<file path="config.mk">
export PLATFORM = sky130hd
export DESIGN_NAME = amem_bus_ctrl
export DESIGN_NICKNAME = d
export VERILOG_FILES = /design/src/rtl/amem_pkg.sv /design/src/rtl/amem_cfg_regs.sv /design/src/rtl/amem_cs_enable.sv /design/src/rtl/amem_seq.sv /design/src/rtl/amem_bus_ctrl.sv
export SDC_FILE = /design/constraint.sdc
export NUM_CORES = 1
export LEC_CHECK = 0
export BUFFER_PORTS_ARGS = -buffer_cell sky130_fd_sc_hd__buf_4
export CAP_MARGIN = 20
export CORE_MARGIN = 2
export CORE_UTILIZATION = 55
export CTS_CLUSTER_SIZE = 25
export DETAILED_ROUTE_END_ITERATION = 8
export PLACE_DENSITY = 0.85
export SLEW_MARGIN = 0
export SYNTH_ARGS = -nofsm -noshare
export SYNTH_HDL_FRONTEND = slang
export SYNTH_SLANG_ARGS = --single-unit
</file>
<file path="constraint.sdc">
create_clock -name clk -period 4.7 [get_ports clk]
set_input_delay 0.235 -clock clk [delete_from_list [all_inputs] [get_ports clk]]
set_output_delay 0.235 -clock clk [all_outputs]
set_load 0.02 [all_outputs]
</file>
<file path="src/rtl/amem_pkg.sv">
package amem_pkg;
  localparam int NUM_CS = 6;
  localparam int CS_W   = 3;
  localparam int EN_W   = 10;
  localparam int CFG_W  = 32;
  localparam int CNT_W  = 8;
  localparam logic [CS_W-1:0] CS_MAX = 3'd5;
  localparam logic [CS_W-1:0] SEL_EN = 3'd6;

  // field order follows bit order of the timing word (msb first)
  typedef struct packed {
    logic [3:0] rec;
    logic [3:0] whold;
    logic [7:0] wlat;
    logic [7:0] rlat;
    logic [3:0] wwait;
    logic [3:0] rwait;
  } tword_t;

  typedef enum logic [2:0] {
    PH_IDLE, PH_RECOV, PH_LAT, PH_STROBE, PH_HOLD
  } phase_t;

  function automatic logic [EN_W-1:0] en_mask(input int idx);
    case (idx)
      0:       return 10'b00_0000_0011;
      1:       return 10'b00_0000_1100;
      2:       return 10'b00_0001_0000;
      3:       return 10'b00_0010_0000;
      4:       return 10'b00_1100_0000;
      5:       return 10'b11_0000_0000;
      default: return '0;
    endcase
  endfunction
endpackage

</file>
<file path="src/rtl/amem_cfg_regs.sv">
module amem_cfg_regs
  import amem_pkg::*;
(
  input  logic              clk,
  input  logic              rst,
  input  logic              cfg_we,
  input  logic [CS_W-1:0]   cfg_sel,
  input  logic [CFG_W-1:0]  cfg_wdata,
  input  logic [CS_W-1:0]   rd_idx,
  output tword_t            rd_word,
  output logic [EN_W-1:0]   en_bits
);
  logic [CFG_W-1:0] tw_mem [NUM_CS];

  always_ff @(posedge clk) begin
    if (rst) begin
      for (int i = 0; i < NUM_CS; i++) tw_mem[i] <= '0;
    end else if (cfg_we && cfg_sel <= CS_MAX) begin
      tw_mem[cfg_sel] <= cfg_wdata;
    end
  end

  always_ff @(posedge clk) begin
    if (rst) en_bits <= '0;
    else if (cfg_we && cfg_sel == SEL_EN) en_bits <= cfg_wdata[EN_W-1:0];
  end

  always_comb begin
    if (rd_idx <= CS_MAX) rd_word = tword_t'(tw_mem[rd_idx]);
    else                  rd_word = '0;
  end
endmodule

</file>
<file path="src/rtl/amem_cs_enable.sv">
module amem_cs_enable
  import amem_pkg::*;
(
  input  logic [EN_W-1:0]   en_bits,
  output logic [NUM_CS-1:0] cs_on
);
  for (genvar g = 0; g < NUM_CS; g++) begin : g_cs
    assign cs_on[g] = |(en_bits & en_mask(g));
  end
endmodule

</file>
<file path="src/rtl/amem_seq.sv">
module amem_seq
  import amem_pkg::*;
#(
  parameter int ADDR_W = 16,
  parameter int DATA_W = 16
) (
  input  logic              clk,
  input  logic              rst,
  input  logic              req_valid,
  input  logic              req_write,
  input  logic [CS_W-1:0]   req_cs,
  input  logic [ADDR_W-1:0] req_addr,
  input  logic [DATA_W-1:0] req_wdata,
  input  logic [NUM_CS-1:0] cs_on,
  input  tword_t            tw_in,
  input  logic [DATA_W-1:0] bus_din,
  output logic              req_ready,
  output logic              done,
  output logic [DATA_W-1:0] rd_data,
  output logic [NUM_CS-1:0] bus_cs_n,
  output logic              bus_oe_n,
  output logic              bus_we_n,
  output logic [ADDR_W-1:0] bus_addr,
  output logic [DATA_W-1:0] bus_dout,
  output logic              bus_dout_en
);
  phase_t            phase_q, phase_n;
  logic [CNT_W-1:0]  cnt_q, cnt_n;
  logic [CS_W-1:0]   cs_q;
  logic              wr_q, first_q;
  tword_t            tw_q;
  logic              h_valid_q, h_rd_q;
  logic [CS_W-1:0]   h_cs_q;
  logic [3:0]        h_rec_q;

  logic              accept, done_n, cap;
  logic              sel_ok, need_rec, is_first;
  logic [CNT_W-1:0]  lat_in, wait_in, lat_q, wait_q;
  logic [CS_W-1:0]   cs_cur;
  logic              wr_cur, cs_act;

  assign sel_ok   = (req_cs <= CS_MAX) && cs_on[req_cs];
  assign need_rec = h_valid_q && h_rd_q && ((req_cs != h_cs_q) || req_write);
  assign is_first = !h_valid_q || (req_cs != h_cs_q);
  assign lat_in   = req_write ? tw_in.wlat : tw_in.rlat;
  assign wait_in  = CNT_W'(req_write ? tw_in.wwait : tw_in.rwait);
  assign lat_q    = wr_q ? tw_q.wlat : tw_q.rlat;
  assign wait_q   = CNT_W'(wr_q ? tw_q.wwait : tw_q.rwait);

  always_comb begin
    phase_n = phase_q;
    cnt_n   = cnt_q;
    done_n  = 1'b0;
    cap     = 1'b0;
    accept  = 1'b0;
    case (phase_q)
      PH_IDLE: begin
        if (req_valid) begin
          if (!sel_ok) begin
            done_n = 1'b1;
          end else begin
            accept = 1'b1;
            if (need_rec) begin
              phase_n = PH_RECOV;
              cnt_n   = CNT_W'(h_rec_q);
            end else if (is_first && lat_in != '0) begin
              phase_n = PH_LAT;
              cnt_n   = lat_in - 1'b1;
            end else begin
              phase_n = PH_STROBE;
              cnt_n   = wait_in;
            end
          end
        end
      end
      PH_RECOV: begin
        if (cnt_q != '0) cnt_n = cnt_q - 1'b1;
        else if (first_q && lat_q != '0) begin
          phase_n = PH_LAT;
          cnt_n   = lat_q - 1'b1;
        end else begin
          phase_n = PH_STROBE;
          cnt_n   = wait_q;
        end
      end
      PH_LAT: begin
        if (cnt_q != '0) cnt_n = cnt_q - 1'b1;
        else begin
          phase_n = PH_STROBE;
          cnt_n   = wait_q;
        end
      end
      PH_STROBE: begin
        if (cnt_q != '0) cnt_n = cnt_q - 1'b1;
        else begin
          cap = !wr_q;
          if (wr_q && tw_q.whold != '0) begin
            phase_n = PH_HOLD;
            cnt_n   = CNT_W'(tw_q.whold) - 1'b1;
          end else begin
            phase_n = PH_IDLE;
            done_n  = 1'b1;
          end
        end
      end
      PH_HOLD: begin
        if (cnt_q != '0) cnt_n = cnt_q - 1'b1;
        else begin
          phase_n = PH_IDLE;
          done_n  = 1'b1;
        end
      end
      default: phase_n = PH_IDLE;
    endcase
  end

  assign cs_cur = accept ? req_cs : cs_q;
  assign wr_cur = accept ? req_write : wr_q;
  assign cs_act = (phase_n == PH_LAT) || (phase_n == PH_STROBE) || (phase_n == PH_HOLD);

  always_ff @(posedge clk) begin
    if (rst) begin
      phase_q   <= PH_IDLE;
      cnt_q     <= '0;
      cs_q      <= '0;
      wr_q      <= 1'b0;
      first_q   <= 1'b0;
      tw_q      <= '0;
      h_valid_q <= 1'b0;
      h_rd_q    <= 1'b0;
      h_cs_q    <= '0;
      h_rec_q   <= '0;
      bus_addr  <= '0;
      bus_dout  <= '0;
    end else begin
      phase_q <= phase_n;
      cnt_q   <= cnt_n;
      if (accept) begin
        cs_q      <= req_cs;
        wr_q      <= req_write;
        first_q   <= is_first;
        tw_q      <= tw_in;
        h_valid_q <= 1'b1;
        h_rd_q    <= !req_write;
        h_cs_q    <= req_cs;
        h_rec_q   <= tw_in.rec;
        bus_addr  <= req_addr;
        if (req_write) bus_dout <= req_wdata;
      end
    end
  end

  // registered pins, decoded from the state being entered
  always_ff @(posedge clk) begin
    if (rst) begin
      req_ready   <= 1'b1;
      done        <= 1'b0;
      rd_data     <= '0;
      bus_cs_n    <= '1;
      bus_oe_n    <= 1'b1;
      bus_we_n    <= 1'b1;
      bus_dout_en <= 1'b0;
    end else begin
      req_ready <= (phase_n == PH_IDLE);
      done      <= done_n;
      if (cap) rd_data <= bus_din;
      for (int i = 0; i < NUM_CS; i++)
        bus_cs_n[i] <= !(cs_act && (cs_cur == CS_W'(i)));
      bus_oe_n    <= !((phase_n == PH_STROBE) && !wr_cur);
      bus_we_n    <= !((phase_n == PH_STROBE) && wr_cur);
      bus_dout_en <= wr_cur && ((phase_n == PH_STROBE) || (phase_n == PH_HOLD));
    end
  end
endmodule

</file>
<file path="src/rtl/amem_bus_ctrl.sv">
module amem_bus_ctrl
  import amem_pkg::*;
#(
  parameter int ADDR_W = 16,
  parameter int DATA_W = 16
) (
  input  logic              clk,
  input  logic              rst,
  input  logic              cfg_we,
  input  logic [2:0]        cfg_sel,
  input  logic [31:0]       cfg_wdata,
  input  logic              req_valid,
  output logic              req_ready,
  input  logic              req_write,
  input  logic [2:0]        req_cs,
  input  logic [ADDR_W-1:0] req_addr,
  input  logic [DATA_W-1:0] req_wdata,
  output logic              done,
  output logic [DATA_W-1:0] rd_data,
  output logic [5:0]        bus_cs_n,
  output logic              bus_oe_n,
  output logic              bus_we_n,
  output logic [ADDR_W-1:0] bus_addr,
  output logic [DATA_W-1:0] bus_dout,
  output logic              bus_dout_en,
  input  logic [DATA_W-1:0] bus_din
);
  tword_t            tw_sel;
  logic [EN_W-1:0]   en_bits;
  logic [NUM_CS-1:0] cs_on;

  amem_cfg_regs u_cfg (
    .clk(clk), .rst(rst), .cfg_we(cfg_we), .cfg_sel(cfg_sel),
    .cfg_wdata(cfg_wdata), .rd_idx(req_cs), .rd_word(tw_sel), .en_bits(en_bits)
  );

  amem_cs_enable u_en (.en_bits(en_bits), .cs_on(cs_on));

  amem_seq #(.ADDR_W(ADDR_W), .DATA_W(DATA_W)) u_seq (
    .clk(clk), .rst(rst), .req_valid(req_valid), .req_write(req_write),
    .req_cs(req_cs), .req_addr(req_addr), .req_wdata(req_wdata),
    .cs_on(cs_on), .tw_in(tw_sel), .bus_din(bus_din),
    .req_ready(req_ready), .done(done), .rd_data(rd_data),
    .bus_cs_n(bus_cs_n), .bus_oe_n(bus_oe_n), .bus_we_n(bus_we_n),
    .bus_addr(bus_addr), .bus_dout(bus_dout), .bus_dout_en(bus_dout_en)
  );
endmodule

</file>
Yosys cells after proc, flatten, opt, wreduce, memory -nomap -nowiden
Memories as Yosys holds them, arrays and structs flattened.
Cells that the tools add are included.
{ "classes": {"addsub": 4, "n_lt_le_gt_ge": 3, "eq_ne": 18, "n_mux": 50, "reduce_logical": 49} }
{ "ops": {"columns": ["op", "count"], "rows": [
  ["8-bit two-way mux", 12],
  ["32-bit two-way mux", 2],
  ["8-bit one-hot mux with 5 select lines", 1],
  ["32-bit OR reduction", 1],
  ["3-bit two-way mux", 10],
  ["8-bit nonzero test", 3],
  ["8-bit by 1-bit subtractor with 8-bit output (second input constant)", 3],
  ["1-bit two-way mux", 20],
  ["3-bit by 2-bit equality test with 1-bit output (second input constant)", 6],
  ["1-bit logical AND", 17],
  ["3-bit equality test (second input constant)", 5],
  ["3-bit one-hot mux with 5 select lines", 1],
  ["1-bit logical NOT", 12],
  ["3-bit logical NOT", 3],
  ["4-bit two-way mux", 2],
  ["2-bit OR reduction", 4],
  ["3-bit by 1-bit equality test with 1-bit output (second input constant)", 2],
  ["3-bit <= comparator (second input constant)", 2],
  ["1-bit logical OR", 5],
  ["5-bit AND reduction", 1],
  ["5-bit nonzero test", 1],
  ["4-bit by 1-bit subtractor with 5-bit output (second input constant)", 1],
  ["3-bit by 4-bit < comparator with 1-bit output (second input constant)", 1],
  ["2-bit by 1-bit != test with 1-bit output (second input constant)", 2],
  ["other kinds (7)", 7]
]} }
{ "totals": {"regBits": 122, "ramBits": 192, "input_bits": 91, "output_inout_bits": 59, "wordCells": 149, "memories": 1} }
{ "memory_table": {"columns": ["name", "depth", "word_bits", "rd", "rd_ports_with_merged_regs", "write_ports", "line", "text"], "rows": [
  ["u_cfg.tw_mem", 6, 32, 1, 0, 6, "amem_cfg_regs.sv:13", "logic [CFG_W-1:0] tw_mem [NUM_CS];"]
]} }

Logic depth before layout (Yosys ltp)
{ "logic_depth": {"depth_word": 15, "depth_mapped": 13, "ltp_nobuf": 10} }

Modules after synthesis
From an unflattened synthesis, not the netlist that was laid out.
{ "unflattened": {"cells_unflattened": 1386, "area_unflattened_um2": 14861.8} }
{ "by_module_without_submodules": {"columns": ["module", "n_inst", "cells_per_inst", "area_per_inst_um2", "seq_area_each_um2"], "rows": [
  ["amem_cfg_regs", 1, 684, 9240.1, 5965.7],
  ["amem_seq", 1, 696, 5581.6, 2242.2],
  ["amem_cs_enable", 1, 6, 40.0, 0.0]
]} }

Worst setup path after synthesis
OpenSTA, ideal clock, no wires.
{ "synth_path": {"path_type": "in2reg", "start": "input port req_cs[0]", "end": "register u_seq.cnt_q[2]", "setup_ps": 86, "arrival_ps": 2668, "t_required_ps": 4614, "setup_slack_ps": 1946, "stages": 12, "n_path_buf": 2, "path_cell_list": "buf_2 buf_4 mux2_2 a222oi_1 nand2_1 o21ai_0 ha_1 inv_1 a211o_1 a221oi_2 o22ai_1 a221oi_2"} }
{ "synth_via": {"elab_chain_len": 10, "word_cells_on_any_way": 22, "cone_classes": "1 x add/sub; 1 x order compare; 2 x eq/ne; 10 x mux; 7 x reduce/logical; 1 x memory"} }
{ "synth_lines": {"columns": ["element", "line", "text"], "rows": [
  ["start, declared", "amem_bus_ctrl.sv:15", "input logic [2:0] req_cs,"],
  ["branches (longest 10 deep; another with memory 6 x 32 bit)", null, null],
  ["end signal, assigned", "amem_seq.sv:137", "cnt_q <= cnt_n;"],
  ["end, declared", "amem_seq.sv:28", "logic [CNT_W-1:0] cnt_q, cnt_n;"]
]} }
Parallel ways; which one is timed is not known. The select of a mux whose other input is x is not followed.
A chain may end at the register's enable or synchronous reset.

Worst setup path in the final report
{ "layout_path": {"start": "input port req_cs[1]", "end": "register u_seq.cnt_q[1]"} }
Same word-level chain as after synthesis.

==> results.cfg <==
[outcome]
status = completed

[global_route]
grt.total_usage_pct = 28.23
grt_pass1_vias = 11170
grt_max_degree = 66
grt_pass1_wl_um = 59020
grt_antenna_before_repair = 0
gr-total-overflow = 0

[clock_tree]
cts_tree = built
cts.sinks = 314
cts-buffers-inserted = 34
clockRootBuffer = clkbuf_16
ctsResizeCount = 0
clock_path_buffers = 3
cts.clk_slew.worst_paths_ns = 0.07
cts_max_level = 2
clk_latency_ns = 0.51

[timing]
setup_ws_ns = 1.407
finalHoldViolCount = 0
final_max_slew_viol_count = 0
holdWs_ns = 0.01733
tns_ns = 0
rsz0062_at_grt = no
period_share_pct = 70.07
finalCriticalPeriod_ns = 3.293
slew_headroom_pct = 32.35
setup_viol = 0
tightestPinTransition_ns = 1.015
fmax_mhz = 303.6
skew_ns = 0.02024

[place]
gp_congestion = 0.9088
post-place-ws_ns = 1.074
hpwl_um = 23610
place_inst = 1758
portBuffers = 149

[floorplan]
die_h_um = 163.6
dieWidth_um = 163.6
io_pins = 150
dieArea_um2 = 26760
fp.coreArea_um2 = 25110
start_util_pct = 55.79
rows = 58

[yosys]
synth_nets = 1444
syn_avg_cell_area_um2 = 10.42
synth_cells = 1345
synth_flop_cell = edfxtp_1
yosysTopAreaCell = edfxtp_1
ys.warnings.count = 0
ys_seq_area_share_pct = 58.59
synth_area_leaders = edfxtp_1 41%, dfxtp_1 17%, nor2_1 6.5%
ys_top_cells_by_count = 241 x nor2_1, 193 x nand2_1, 192 x edfxtp_1, 122 x dfxtp_1, 99 x a21oi_1
syn-cell-area_um2 = 14010
ys_ff_latch = 314
synth.top_cell.area_share_pct = 41.16
synth-async-reset-ratio_pct = 0
yosysUniqueCellTypes = 69
synth.most_common_cell = nor2_1
synth_edf_count = 192

[detailed_routing]
drc = 0
vias_per_cell = 5.949
vias = 11140
drtPass1Iterations = 6
antenna_left = 0
wl_per_cell_um = 20.30
drtIter0Drc = 1356
wl_um = 38020

[critical_path]
required_ns = 5.14
arrival_ns = 3.73
start_kind = input port
crit_type = input port to flop
crit_fanout = 52
crit_path_end_kind = flop
reg2reg_depth = 8

[final_layout]
drive_gt1_share_pct = 18.09
fin_util_pct = 67.73
nNetsFinal = 1616
n_fill_cell = 1743
area_growth_pct = 21.41
fin_cells = 1873

[power_and_ir_drop]
p_per_area_nw_per_um2 = 395.2
p_leak_nw = 6.378
irDropWorstVdd_uv = 241.6

[flow_run]
max-cap-violations = 0

[hold_path]
whs_path_depth = 3
hold_path_class = input port to flop
-- critical path: stages --
cell and delay (ns):
buf_4 0.61, nor2b_1 0.41, a222oi_1 0.68, and4_1 0.32, a31oi_1 0.10, a211oi_2 0.30
nor2_1 0.17, a2111oi_0 0.63, o21a_1 0.21
-- cells by family after synthesis --
logic type	Yosys count	synth area share (%)
AOI/OAI and AO/OA	238	10.95
xor gates and xnor gates	24	1.501
adders and majority gates	8	0.7146
buffers and inverters	135	3.957
DFF	314	58.59
muxes	103	8.816
and+or+nand+nor	523	15.47
-- flip-flops by register name, summed over array words and instances (netlist names) --
name / flops
u_seq.phase_q: 3
u_seq.first_q: 1
u_seq.cs_q: 3
u_seq.cnt_q: 8
u_seq.wr_q: 1
u_seq.tw_q: 28
u_seq.bus_dout: 16
u_seq.rd_data: 16
u_seq.bus_cs_n: 6
u_seq.done: 1
u_seq.bus_dout_en: 1
u_seq.bus_addr: 16
u_cfg.tw_mem: 192
u_cfg.en_bits: 10
u_seq.req_ready: 1
u_seq.h_valid_q: 1
u_seq.h_cs_q: 3
u_seq.bus_we_n: 1
u_seq.h_rd_q: 1
u_seq.bus_oe_n: 1
u_seq.h_rec_q: 4
-- through the flow --
stage          total power (W)  cell area (um2)
2_1_floorplan         0.003738            14010
3_5_place_dp          0.004005            15330
5_1_grt               0.006927            17010
6_report              0.006722            17010
4_1_cts               0.006708            16990
3_3_place_gp          0.003974            15330
-- cell type report --
cell class | count | area [um2] | area share (%)
flip-flops and latches | 314 | 8208 | 48.26
multi-input cells | 896 | 5263 | 30.94
repair buffers | 218 | 1783 | 10.48
clock buffers | 47 | 980.9 | 5.768
well taps | 330 | 412.9 | 2.428
inverters | 53 | 198.9 | 1.170
clock inverters | 14 | 158.9 | 0.9343
diodes | 1 | 2.502 | 0.01471
-- path summary, 6_finish.rpt --
check | from | to | slack (ns)
worst max-delay path | req_cs[1] | u_seq.cnt_q[1] | 1.41
worst min register to register | u_seq.bus_addr[5] | u_seq.bus_addr[5] | 0.45
worst max register to register | u_seq.wr_q | u_seq.cnt_q[0] | 1.46
worst min-delay path | req_wdata[10] | u_seq.bus_dout[10] | 0.02
-- report_power, final --
group          internal, W  switching (W)
clock network      0.00163        0.00108
logic             0.000338       0.000528
registers          0.00307      0.0000770
total              0.00504        0.00168
-- timing repair --
item	4_1_cts	5_1_grt
hold endpoints to repair	52	0
hold buffers	52	0
setup buffers	0	0
-- metal layers --
metal	up-vias	GRT usage (%)	share of wire, %	wire length (um)
met5	-	0	0	0
met4	0	10.96	2.7	1019
met3	105	4.952	9.9	3778
met2	702	48.20	50	19130
met1	5242	35.92	37	14100
li1	5093	-	-	-
-- placed cells by master (no fill, tap or decap), types with 6 or more instances in the layout --
cell type	count
nand2b_1	11
nand2_1	193
nor3b_1	6
o21ai_0	30
nand3_1	16
o22ai_1	14
inv_1	51
nor3_1	19
dlygate4sd3_1	52
mux2_2	25
clkbuf_16	35
or2_2	7
xor2_1	10
a211oi_1	26
nor2_1	240
o221ai_1	9
xnor2_1	14
mux4_2	13
a21oi_1	98
mux2i_1	60
clkbuf_1	6
edfxtp_1	192
ha_1	8
clkbuf_8	6
buf_4	164
dfxtp_1	122
(Power assumes the default switching activity.)
